**src/rtl/uart_enh_pkg.sv**
```systemverilog
package uart_enh_pkg;
    localparam int DATA_W  = 8;
    localparam int OS_RATE = 16;
    localparam int OS_W    = $clog2(OS_RATE);
    localparam int VOTE_AT = OS_RATE / 2 + 1;
    localparam int FRM_MAX = DATA_W + 3;

    typedef enum logic [2:0] {
        A_CTRL  = 3'd0,
        A_DIVLO = 3'd1,
        A_DIVHI = 3'd2,
        A_TXDAT = 3'd3,
        A_TX9   = 3'd4,
        A_CLR   = 3'd5
    } reg_addr_e;

    typedef enum logic [1:0] {
        M_OFF      = 2'd0,
        M_STD8     = 2'd1,
        M_NINE_FIX = 2'd2,
        M_NINE_GEN = 2'd3
    } mode_e;

    typedef struct packed {
        logic  gen_en;
        logic  rx_en;
        logic  dbuf;
        logic  fast;
        mode_e mode;
    } ctrl_t;

    typedef struct packed {
        logic ovr;
        logic brk;
        logic fe;
        logic ti;
        logic ri;
    } flags_t;

    typedef enum logic [1:0] {RX_IDLE, RX_RUN, RX_WAITHI} rx_state_e;

    function automatic logic [3:0] frame_bits(input mode_e m);
        return (m == M_STD8) ? 4'(DATA_W + 2) : 4'(DATA_W + 3);
    endfunction

    function automatic logic [FRM_MAX-1:0] build_frame(input mode_e m,
                                                       input logic [DATA_W-1:0] d,
                                                       input logic b9);
        logic extra;
        extra = (m == M_STD8) ? 1'b1 : b9;
        return {1'b1, extra, d, 1'b0};
    endfunction

    function automatic logic maj3(input logic a, input logic b, input logic c);
        return (a & b) | (a & c) | (b & c);
    endfunction
endpackage

```
**src/rtl/uart_enh_baud.sv**
```systemverilog
module uart_enh_baud
    import uart_enh_pkg::*;
#(
    parameter int DIV_W = 16
) (
    input  logic             clk,
    input  logic             rst,
    input  mode_e            mode,
    input  logic             fast,
    input  logic             gen_en,
    input  logic [DIV_W-1:0] div,
    output logic             os_tick
);
    localparam int CNT_W = DIV_W + 1;

    logic [CNT_W-1:0] cnt;
    logic [CNT_W-1:0] lim;
    logic             run;

    always_comb begin
        run = (mode == M_NINE_FIX) ||
              (((mode == M_STD8) || (mode == M_NINE_GEN)) && gen_en);
        if (mode == M_NINE_FIX)
            lim = fast ? CNT_W'(0) : CNT_W'(1);
        else
            lim = {1'b0, div} + CNT_W'(OS_RATE - 1);
        os_tick = run && (cnt >= lim);
    end

    always_ff @(posedge clk) begin
        if (rst || !run)
            cnt <= '0;
        else if (cnt >= lim)
            cnt <= '0;
        else
            cnt <= cnt + CNT_W'(1);
    end
endmodule

```
**src/rtl/uart_enh_tx.sv**
```systemverilog
module uart_enh_tx
    import uart_enh_pkg::*;
(
    input  logic              clk,
    input  logic              rst,
    input  logic              os_tick,
    input  mode_e             mode,
    input  logic              dbuf,
    input  logic              wr_dat,
    input  logic [DATA_W-1:0] wdata,
    input  logic              tx9,
    output logic              txd,
    output logic              ti_set
);
    logic               buf_full;
    logic [DATA_W:0]    buf_q;
    logic               active;
    logic [FRM_MAX-1:0] sh;
    logic [3:0]         left;
    logic [OS_W-1:0]    sub;
    logic               accept;
    logic               last_shift;
    logic               load;

    always_comb begin
        accept     = wr_dat && !buf_full && (dbuf || !active);
        last_shift = active && os_tick && (sub == OS_W'(OS_RATE - 1)) && (left == 4'd1);
        load       = os_tick && buf_full && (mode != M_OFF) && (!active || last_shift);
        ti_set     = dbuf ? load : last_shift;
        txd        = active ? sh[0] : 1'b1;
    end

    always_ff @(posedge clk) begin
        if (rst) begin
            buf_full <= 1'b0;
            buf_q    <= '0;
        end else if (accept) begin
            buf_full <= 1'b1;
            buf_q    <= {tx9, wdata};
        end else if (load) begin
            buf_full <= 1'b0;
        end
    end

    always_ff @(posedge clk) begin
        if (rst) begin
            active <= 1'b0;
            sh     <= '1;
            left   <= '0;
            sub    <= '0;
        end else if (load) begin
            active <= 1'b1;
            sh     <= build_frame(mode, buf_q[DATA_W-1:0], buf_q[DATA_W]);
            left   <= frame_bits(mode);
            sub    <= '0;
        end else if (active && os_tick) begin
            sub <= sub + OS_W'(1);
            if (sub == OS_W'(OS_RATE - 1)) begin
                sh   <= {1'b1, sh[FRM_MAX-1:1]};
                left <= left - 4'd1;
                if (left == 4'd1)
                    active <= 1'b0;
            end
        end
    end
endmodule

```
**src/rtl/uart_enh_rx.sv**
```systemverilog
module uart_enh_rx
    import uart_enh_pkg::*;
(
    input  logic              clk,
    input  logic              rst,
    input  logic              os_tick,
    input  logic              rx_en,
    input  mode_e             mode,
    input  logic              rxd,
    output logic              done,
    output logic [DATA_W-1:0] data,
    output logic              bit8,
    output logic              stop_bad,
    output logic              brk_hit
);
    logic              rxm, rxs;
    rx_state_e         st;
    logic [OS_W-1:0]   cnt;
    logic [3:0]        idx;
    logic [1:0]        hist;
    logic [DATA_W-1:0] sh;
    logic              b9;
    logic [7:0]        low_cnt;
    logic [3:0]        nb;
    logic [7:0]        brk_lim;
    logic              vote;
    logic              vote_now;

    always_comb begin
        nb       = frame_bits(mode);
        brk_lim  = {nb, 4'b0000};
        vote     = maj3(hist[1], hist[0], rxs);
        vote_now = (st == RX_RUN) && os_tick && (cnt == OS_W'(VOTE_AT));
        done     = vote_now && (idx == nb - 4'd1);
        stop_bad = !vote;
        bit8     = (mode == M_STD8) ? vote : b9;
        data     = sh;
        brk_hit  = os_tick && rx_en && !rxs && (low_cnt == brk_lim - 8'd1);
    end

    always_ff @(posedge clk) begin
        if (rst) begin
            rxm <= 1'b1;
            rxs <= 1'b1;
        end else begin
            rxm <= rxd;
            rxs <= rxm;
        end
    end

    always_ff @(posedge clk) begin
        if (rst || !rx_en) begin
            st   <= RX_IDLE;
            cnt  <= '0;
            idx  <= '0;
            hist <= '0;
            sh   <= '0;
            b9   <= 1'b0;
        end else begin
            case (st)
                RX_IDLE: begin
                    if (os_tick && !rxs) begin
                        st  <= RX_RUN;
                        cnt <= OS_W'(1);
                        idx <= '0;
                    end
                end
                RX_RUN: begin
                    if (os_tick) begin
                        hist <= {hist[0], rxs};
                        cnt  <= cnt + OS_W'(1);
                        if (cnt == OS_W'(OS_RATE - 1))
                            idx <= idx + 4'd1;
                    end
                    if (vote_now) begin
                        if (idx == 4'd0) begin
                            if (vote)
                                st <= RX_IDLE;
                        end else if (idx <= 4'(DATA_W)) begin
                            sh <= {vote, sh[DATA_W-1:1]};
                        end else if (!done) begin
                            b9 <= vote;
                        end
                        if (done)
                            st <= vote ? RX_IDLE : RX_WAITHI;
                    end
                end
                default: begin
                    if (rxs)
                        st <= RX_IDLE;
                end
            endcase
        end
    end

    always_ff @(posedge clk) begin
        if (rst || !rx_en)
            low_cnt <= '0;
        else if (os_tick) begin
            if (rxs)
                low_cnt <= '0;
            else if (low_cnt != 8'hFF)
                low_cnt <= low_cnt + 8'd1;
        end
    end
endmodule

```
**src/rtl/uart_enh.sv**
```systemverilog
module uart_enh
    import uart_enh_pkg::*;
#(
    parameter int DIV_W = 16
) (
    input  logic        clk,
    input  logic        rst,
    input  logic        wr_en,
    input  logic [2:0]  wr_addr,
    input  logic [7:0]  wr_data,
    input  logic        rxd,
    output logic        txd,
    output logic [7:0]  rx_data,
    output logic        rx_bit8,
    output logic [7:0]  status,
    output logic        irq_tx,
    output logic        irq_rx
);
    ctrl_t             ctrl_q;
    logic [DIV_W-1:0]  div_q;
    logic              tx9_q;
    flags_t            flags_q;
    flags_t            clr_mask;
    flags_t            set_mask;
    logic              os_tick;
    logic              ti_set;
    logic              rx_done;
    logic [DATA_W-1:0] rx_byte;
    logic              rx_b8;
    logic              stop_bad;
    logic              brk_hit;
    logic              wr_dat;

    always_comb begin
        wr_dat   = wr_en && (wr_addr == A_TXDAT);
        clr_mask = (wr_en && (wr_addr == A_CLR)) ? flags_t'(wr_data[4:0]) : flags_t'('0);
        set_mask.ri  = rx_done;
        set_mask.ti  = ti_set;
        set_mask.fe  = rx_done && stop_bad;
        set_mask.brk = brk_hit;
        set_mask.ovr = rx_done && flags_q.ri;
    end

    always_ff @(posedge clk) begin
        if (rst) begin
            ctrl_q <= '0;
            div_q  <= '0;
            tx9_q  <= 1'b0;
        end else if (wr_en) begin
            case (wr_addr)
                A_CTRL:  ctrl_q <= ctrl_t'(wr_data[5:0]);
                A_DIVLO: if (!ctrl_q.gen_en) div_q[7:0] <= wr_data;
                A_DIVHI: if (!ctrl_q.gen_en) div_q[DIV_W-1:8] <= wr_data[DIV_W-9:0];
                A_TX9:   tx9_q <= wr_data[0];
                default: ;
            endcase
        end
    end

    always_ff @(posedge clk) begin
        if (rst) begin
            flags_q <= '0;
            rx_data <= '0;
            rx_bit8 <= 1'b0;
        end else begin
            flags_q <= flags_t'((flags_q & ~clr_mask) | set_mask);
            if (rx_done) begin
                rx_data <= rx_byte;
                rx_bit8 <= rx_b8;
            end
        end
    end

    uart_enh_baud #(.DIV_W(DIV_W)) u_baud (
        .clk(clk), .rst(rst), .mode(ctrl_q.mode), .fast(ctrl_q.fast),
        .gen_en(ctrl_q.gen_en), .div(div_q), .os_tick(os_tick)
    );

    uart_enh_tx u_tx (
        .clk(clk), .rst(rst), .os_tick(os_tick), .mode(ctrl_q.mode),
        .dbuf(ctrl_q.dbuf), .wr_dat(wr_dat), .wdata(wr_data), .tx9(tx9_q),
        .txd(txd), .ti_set(ti_set)
    );

    uart_enh_rx u_rx (
        .clk(clk), .rst(rst), .os_tick(os_tick), .rx_en(ctrl_q.rx_en),
        .mode(ctrl_q.mode), .rxd(rxd), .done(rx_done), .data(rx_byte),
        .bit8(rx_b8), .stop_bad(stop_bad), .brk_hit(brk_hit)
    );

    assign status = {3'b000, flags_q};
    assign irq_tx = flags_q.ti;
    assign irq_rx = flags_q.ri;
endmodule

```
**config.mk**
```make
export PLATFORM = sky130hd
export DESIGN_NAME = uart_enh
export DESIGN_NICKNAME = d
export VERILOG_FILES = /design/src/rtl/uart_enh_pkg.sv /design/src/rtl/uart_enh_baud.sv /design/src/rtl/uart_enh_tx.sv /design/src/rtl/uart_enh_rx.sv /design/src/rtl/uart_enh.sv
export SDC_FILE = /design/constraint.sdc
export NUM_CORES = 1
export LEC_CHECK = 0
export ABC_AREA = 0
export CORE_MARGIN = 4
export CORE_UTILIZATION = 30
export CTS_CLUSTER_SIZE = 10
export DETAILED_ROUTE_END_ITERATION = 12
export GPL_TIMING_DRIVEN = 1
export PLACE_DENSITY_LB_ADDON = 0.05
export SLEW_MARGIN = 15
export SYNTH_ARGS = -nofsm -noshare
export SYNTH_HDL_FRONTEND = slang
export SYNTH_SLANG_ARGS = --single-unit
```
**constraint.sdc**
```tcl
create_clock -name clk -period 3.26 [get_ports clk]
set_input_delay 0.815 -clock clk [delete_from_list [all_inputs] [get_ports clk]]
set_output_delay 0.815 -clock clk [all_outputs]
set_load 0.02 [all_outputs]
```
---- Yosys cells after proc, flatten, opt, wreduce, memory -nomap -nowiden ----
Cells that the tools add are included.
storage, ports and cells
  register bits ........................... 114
  bits in latches ......................... 0
  RAM bits ................................ 0
  bits in read-only memories .............. 0
  bits of input ports ..................... 15
  logic and storage cells ................. 172
  memories ................................ 0
operators by class
  add/sub/neg operators ................... 9
  $mul .................................... 0
  div/mod/pow operators ................... 0
  $lt $le $gt $ge ......................... 2
  equality and inequality tests ........... 22
  shift-type cells ........................ 0
  mux-type cells .......................... 37
  bitwise operators ....................... 12
  reduce and logical (&&, ||, !) cells .... 59
operator list
  cell                     count
  $mux W4                  8
  $mux W10                 3
  $logic_and A1 B1 Y1      21
  $add A16 B4 Y17 const B  1
  $add A17 B1 Y17 const B  1
  $ge A17 B17 Y1           1
  $mux W17                 1
  $mux W8                  2
  $pmux W4 S2              2
  $mux W2                  7
  $reduce_bool A2 Y1       7
  $add A4 B1 Y4 const B    3
  $eq A4 B4 Y1 const B     3
  $mux W1                  12
  $reduce_and A3 Y1        4
  $reduce_and A2 Y1        5
  $reduce_and A5 Y1        2
  $add A8 B1 Y8 const B    1
  $eq A8 B8 Y1             1
  $ne A8 B8 Y1 const B     1
  $reduce_and A4 Y1        2
  $sub A4 B1 Y4 const B    2
  $sub A8 B1 Y8 const B    1
  $eq A3 B2 Y1 const B     2
  26 further kinds         48

---- Depth between registers and ports, before layout ----
  depth after elaboration ................. 12
  depth in mapped cells ................... 16
  mapped depth without buffers ............ 14

---- Hierarchy ----
From an unflattened synthesis, not the netlist that was laid out.
second synthesis, totals
  cell total of the unflattened synthesis .. 659
  area, all modules ....................... 5,959.5 um2
modules (own cells, without submodules)
  module         instances  cells an instance  area an instance (um2)
  uart_enh_rx    1          187                1,566.5
  uart_enh       1          147                1,527.7
  uart_enh_baud  1          181                1,491.4
  uart_enh_tx    1          144                1,373.8

---- Worst setup path before layout ----
Ideal clock, no wire load.
  path type ............................... register to register
  from .................................... register div_q[5]
  to ...................................... register u_tx.sh[1]
  setup time .............................. 0.150 ns
  data arrival time ....................... 3.131 ns
  setup slack ............................. -0.021 ns
  cell stages (with the launch flop) ...... 14
  buffers on the path ..................... 0
  cells stage by stage .................... dfxtp_1 -> and3_1 -> and3_1 -> and4_1 -> and3_1 -> xor2_1 -> nand2_1 -> ha_1 -> a21o_1 -> a21o_1 -> a22oi_2 -> a31oi_2 -> a21oi_1 -> a32oi_1
between the ends
  cells in the longest elaborated chain, start to end .. 11
  elaborated cells on any way between the ends .. 15
ends and longest elaborated chain
  item                              RTL line                              text
  start: declaration                uart_enh.sv:20                        logic [DIV_W-1:0] div_q;
  start signal: assignment          uart_enh.sv:52                        A_DIVLO: if (!ctrl_q.gen_en) div_q[7:0] <= wr_data;
  start signal: indexed assignment  uart_enh.sv:53                        A_DIVHI: if (!ctrl_q.gen_en) div_q[DIV_W-1:8] <= wr_data[DIV_W-9:0];
  $add A16 B4 Y17 *                 uart_enh_baud.sv:26                   lim = {1'b0, div} + CNT_W'(OS_RATE - 1);
  $mux W17 *                        uart_enh_baud.sv:23                   if (mode == M_NINE_FIX)
  $ge A17 B17 Y1 *                  uart_enh_baud.sv:27                   os_tick = run && (cnt >= lim);
  $logic_and A1 B1 Y1 *             uart_enh_baud.sv:27
  $logic_and A1 B1 Y1               uart_enh_tx.sv:27, uart_enh_tx.sv:56
  $logic_and A1 B1 Y1 (2 in a row)  uart_enh_tx.sv:27                     last_shift = active && os_tick && (sub == OS_W'(OS_RATE - 1)) && (left == 4'd1);
  $logic_or A1 B1 Y1                uart_enh_tx.sv:28                     load = os_tick && buf_full && (mode != M_OFF) && (!active || last_shift);
  $logic_and A1 B1 Y1               uart_enh_tx.sv:28
  $reduce_bool A2 Y1 (no line)      -
  $reduce_and A2 Y1 (no line)       -
  end signal: assignment            uart_enh_tx.sv:53                     sh <= build_frame(mode, buf_q[DATA_W-1:0], buf_q[DATA_W]);
  end signal: assignment            uart_enh_tx.sv:59                     sh <= {1'b1, sh[FRM_MAX-1:1]};
  end: declaration                  uart_enh_tx.sv:18                     logic [FRM_MAX-1:0] sh;
Every way passes the cells marked *; elsewhere a longest branch is shown, timed or not.
A chain may end at the register's enable or synchronous reset.

---- Final worst setup path ----
  from .................................... register div_q[0]
  to ...................................... register u_tx.sh[7]
The elaborated chain is that of the path after synthesis.

==> out/qor.csv <==
metric,value,unit
detail_route.wl_per_cell,17.4,um
h-tree-depth,4,
avgSynthCellArea,8.81,um2
final_max_slew_viol_count,0,
cp_data_arrival_time,3.60,ns
final_cells,1001,
critical_path_class,reg2reg,
cts-root-buf,clkbuf_16,
fin_crit_sh,102,%
min_path_type,reg2reg,
cts_hold_buf,0,
cp_slowest_stage_delay,0.40,ns
grt_usage,15.9,%
gp_congestion,0.778,
diodes,0,
first_iter_violations,242,
syn_inst,649,
multi_input_area,0.00377,mm2
setup_violations,16,
crit-reg2reg-launch,div_q[0],
synth.yosys.seq_area_share,39.9,%
clk_pin_slew,0.06,ns
post-place-cells,936,
async_reset_ff_share,0,%
grt_antenna_before_repair,0,
dieHeight,146,um
grt_overflow,0,
worstMarginPinSlew,1.01,ns
drcViolationCount,0,
ys.flop_type,dfxtp_1,
clkLatencyLatePin,0.42,ns
hold_viol,0,
clock-sinks,114,
cp_cell_sequence,buf_4 -> nor4_4 -> nor2b_4 -> nand3_2 -> xnor2_2 -> nand2_1 -> ha_4 -> nand4_4 -> a2111oi_4 -> o21bai_4 -> a31o_4 -> buf_12 -> buf_8 -> o21ai_0 -> a32oi_2,
viasPerCell,5.10,
core_region_area,0.0187,mm2
ys_types,62,
drive_above_1_share,27.6,%
synthesis.area,0.00572,mm2
critPathSlowestCell,a2111oi_4,
initial_core_util,30.6,%
cts_tree,yes,
synth_seq_cells,114,
io_buffers,31,
end_kind,register,
status,"complete, but fails checks",
dieArea,0.0213,mm2
rsz0062_at_grt,yes,
finalPower,3.34,mW
tritoncts.num_buffers,17,
clk_path_buf_depth,2,
synth_edf_count,0,
first_pass_iters,4,
grt_start_max_net_pins,36,
critPathMaxFanout,8,
ir_drop,0.347,mV
startpoint_type,register,
syn2layout_area_growth,41.7,%
grt_pass1_vias,5072,
num_vias,5109,
violations,negative setup slack,
grt_pass1_wl,27000,um
ys.warnings.count,0,
fmax,301,MHz
powerDensity,413,mW/mm2
placementRows,50,
fp.dieW,146,um
io_pins,35,
ff_latch_area,0.00229,mm2
finClkSkew,0.0121,ns
cap_violations,0,
maxSlewHeadroom,31.2,%
worst-path-buf-inv,3,
fillCellCount,1827,
cp-startpoint,div_q[0],
hp-start,u_rx.rxm,
critPathTopFamily,compound AO/OA/AOI/OAI gates,
cp.required,3.54,ns
p_leak,3.06,nW
hpwl,11100,um
antenna_left,0,
nNetsFinal,797,
routed_wl,17400,um
timing.final.ws_setup,-0.0586,ns
post-route-min-period,3.32,ns
-- state kept, by name, indices dropped and copies added (netlist names), 4 cells and up --
register and flops:
u_rx.idx 4, u_tx.sub 4, u_rx.cnt 4, u_rx.low_cnt 8, u_rx.data 8, u_tx.sh 10
u_baud.cnt 17, u_tx.left 4, u_tx.buf_q 9, rx_data 8, div_q 16, ctrl_q 6
-- placed cells by master (no fill, tap or decap), types with 4 or more instances in the layout --
cell type,count
dfxtp_1,109
nor2_1,79
nand2_1,59
mux2i_1,57
buf_4,57
clkdlybuf4s50_1,30
inv_1,27
buf_6,24
nand3_1,19
a21oi_1,17
o21ai_0,17
clkbuf_16,17
ha_1,16
nand4_1,13
xnor2_1,13
xor2_1,13
ha_4,11
nand2b_1,10
a21oi_2,9
a32oi_1,8
nor3_1,7
o21ai_1,6
and3_1,6
clkinvlp_4,6
nand3b_1,5
nand3_2,5
o31ai_1,5
or4_4,4
and3_4,4
nand2_2,4
clkinv_2,4
dfxtp_2,4
-- stage by stage --
stage / worst slack (ns) / hold slack, ns / setup TNS [ns] / cell area (um2) / utilization [%]
2_1_floorplan: -0.00357 / 0.389 / -0.00357 / 5730 / -
3_3_place_gp: -0.160 / 0.392 / -3.59 / 6600 / 35.3
3_5_place_dp: -0.208 / 0.394 / -6.44 / 6600 / 35.3
4_1_cts: -0.116 / 0.409 / -2.28 / 7700 / 41.2
5_1_grt: -0.232 / 0.424 / -8.90 / 8100 / 43.3
6_report: -0.0586 / 0.407 / -0.341 / 8100 / 43.3
-- synthesized netlist by cell type, types with 5 or more instances --
library cell  number  area share (%)
buf_4              5            0.66
nor2_1            82             5.4
a21oi_1           28             2.5
ha_1              27             5.9
nor3_1            10            0.88
nand2_1           63             4.1
dfxtp_1          114              40
nand3_1           24             2.1
nand2b_1          10             1.1
a32oi_1            9             1.4
o31ai_1            6            0.79
nand3b_1           5            0.66
inv_1             28             1.8
a311oi_1           5            0.77
and3_1            10             1.1
o21ai_0           25             2.2
mux2i_1           58              10
xor2_1            15             2.3
nand4_1           13             1.4
xnor2_1           16             2.5
clkbuf_1          23             1.5
or4_1              5            0.66
-- where the power goes --
group	internal [mW]	switching [mW]
clock	1.06	0.703
sequential	1.40	0.00848
combinational	0.0751	0.0946
total	2.54	0.806
-- kinds of logic (layout without fill, tap and decap cells) --
group | after synthesis | after routing | synth area share [%]
muxes | 58 | 58 | 10.2
and+or+nand+nor | 248 | 248 | 21.0
DFF | 114 | 114 | 39.9
buffers and inverters | 61 | 175 | 4.53
adders and majority gates | 27 | 27 | 5.91
AOI/OAI and AO/OA | 109 | 111 | 13.7
other | 1 | 3 | 0.0656
xor gates and xnor gates | 31 | 31 | 4.75
-- area by class of cell --
cell class              count  area share, %
multi-input cells         478           46.6
flip-flops and latches    114           28.3
repair buffers            116           13.4
clock buffers              18           5.42
clock inverters            13           1.39
well taps                 234           3.61
inverters                  28           1.30
-- worst paths after layout --
check / end / depth (start not counted) / slack, ns
hold / removal: u_rx.rxs / 1 / 0.41
hold reg to reg: u_rx.rxs / 1 / 0.41
setup reg to reg: u_tx.sh[7] / 15 / -0.06
setup / recovery: u_tx.sh[7] / 15 / -0.06
-- per-layer routing --
layer	share of wire (%)	up-vias	track usage [%]
met5	0	-	0
met4	0.88	0	4.09
met3	2.6	16	4.00
met2	50	67	26.8
met1	47	2513	20.4
li1	-	2513	-
-- timing repair --
item | 4_1_cts | 5_1_grt
buffers inserted | 18 | 15
gates cloned | 4 | 2
gates resized for setup | 73 | 61
setup endpoints to repair | 56 | 80
pin swaps | 49 | 33
(Power assumes the default switching activity.)
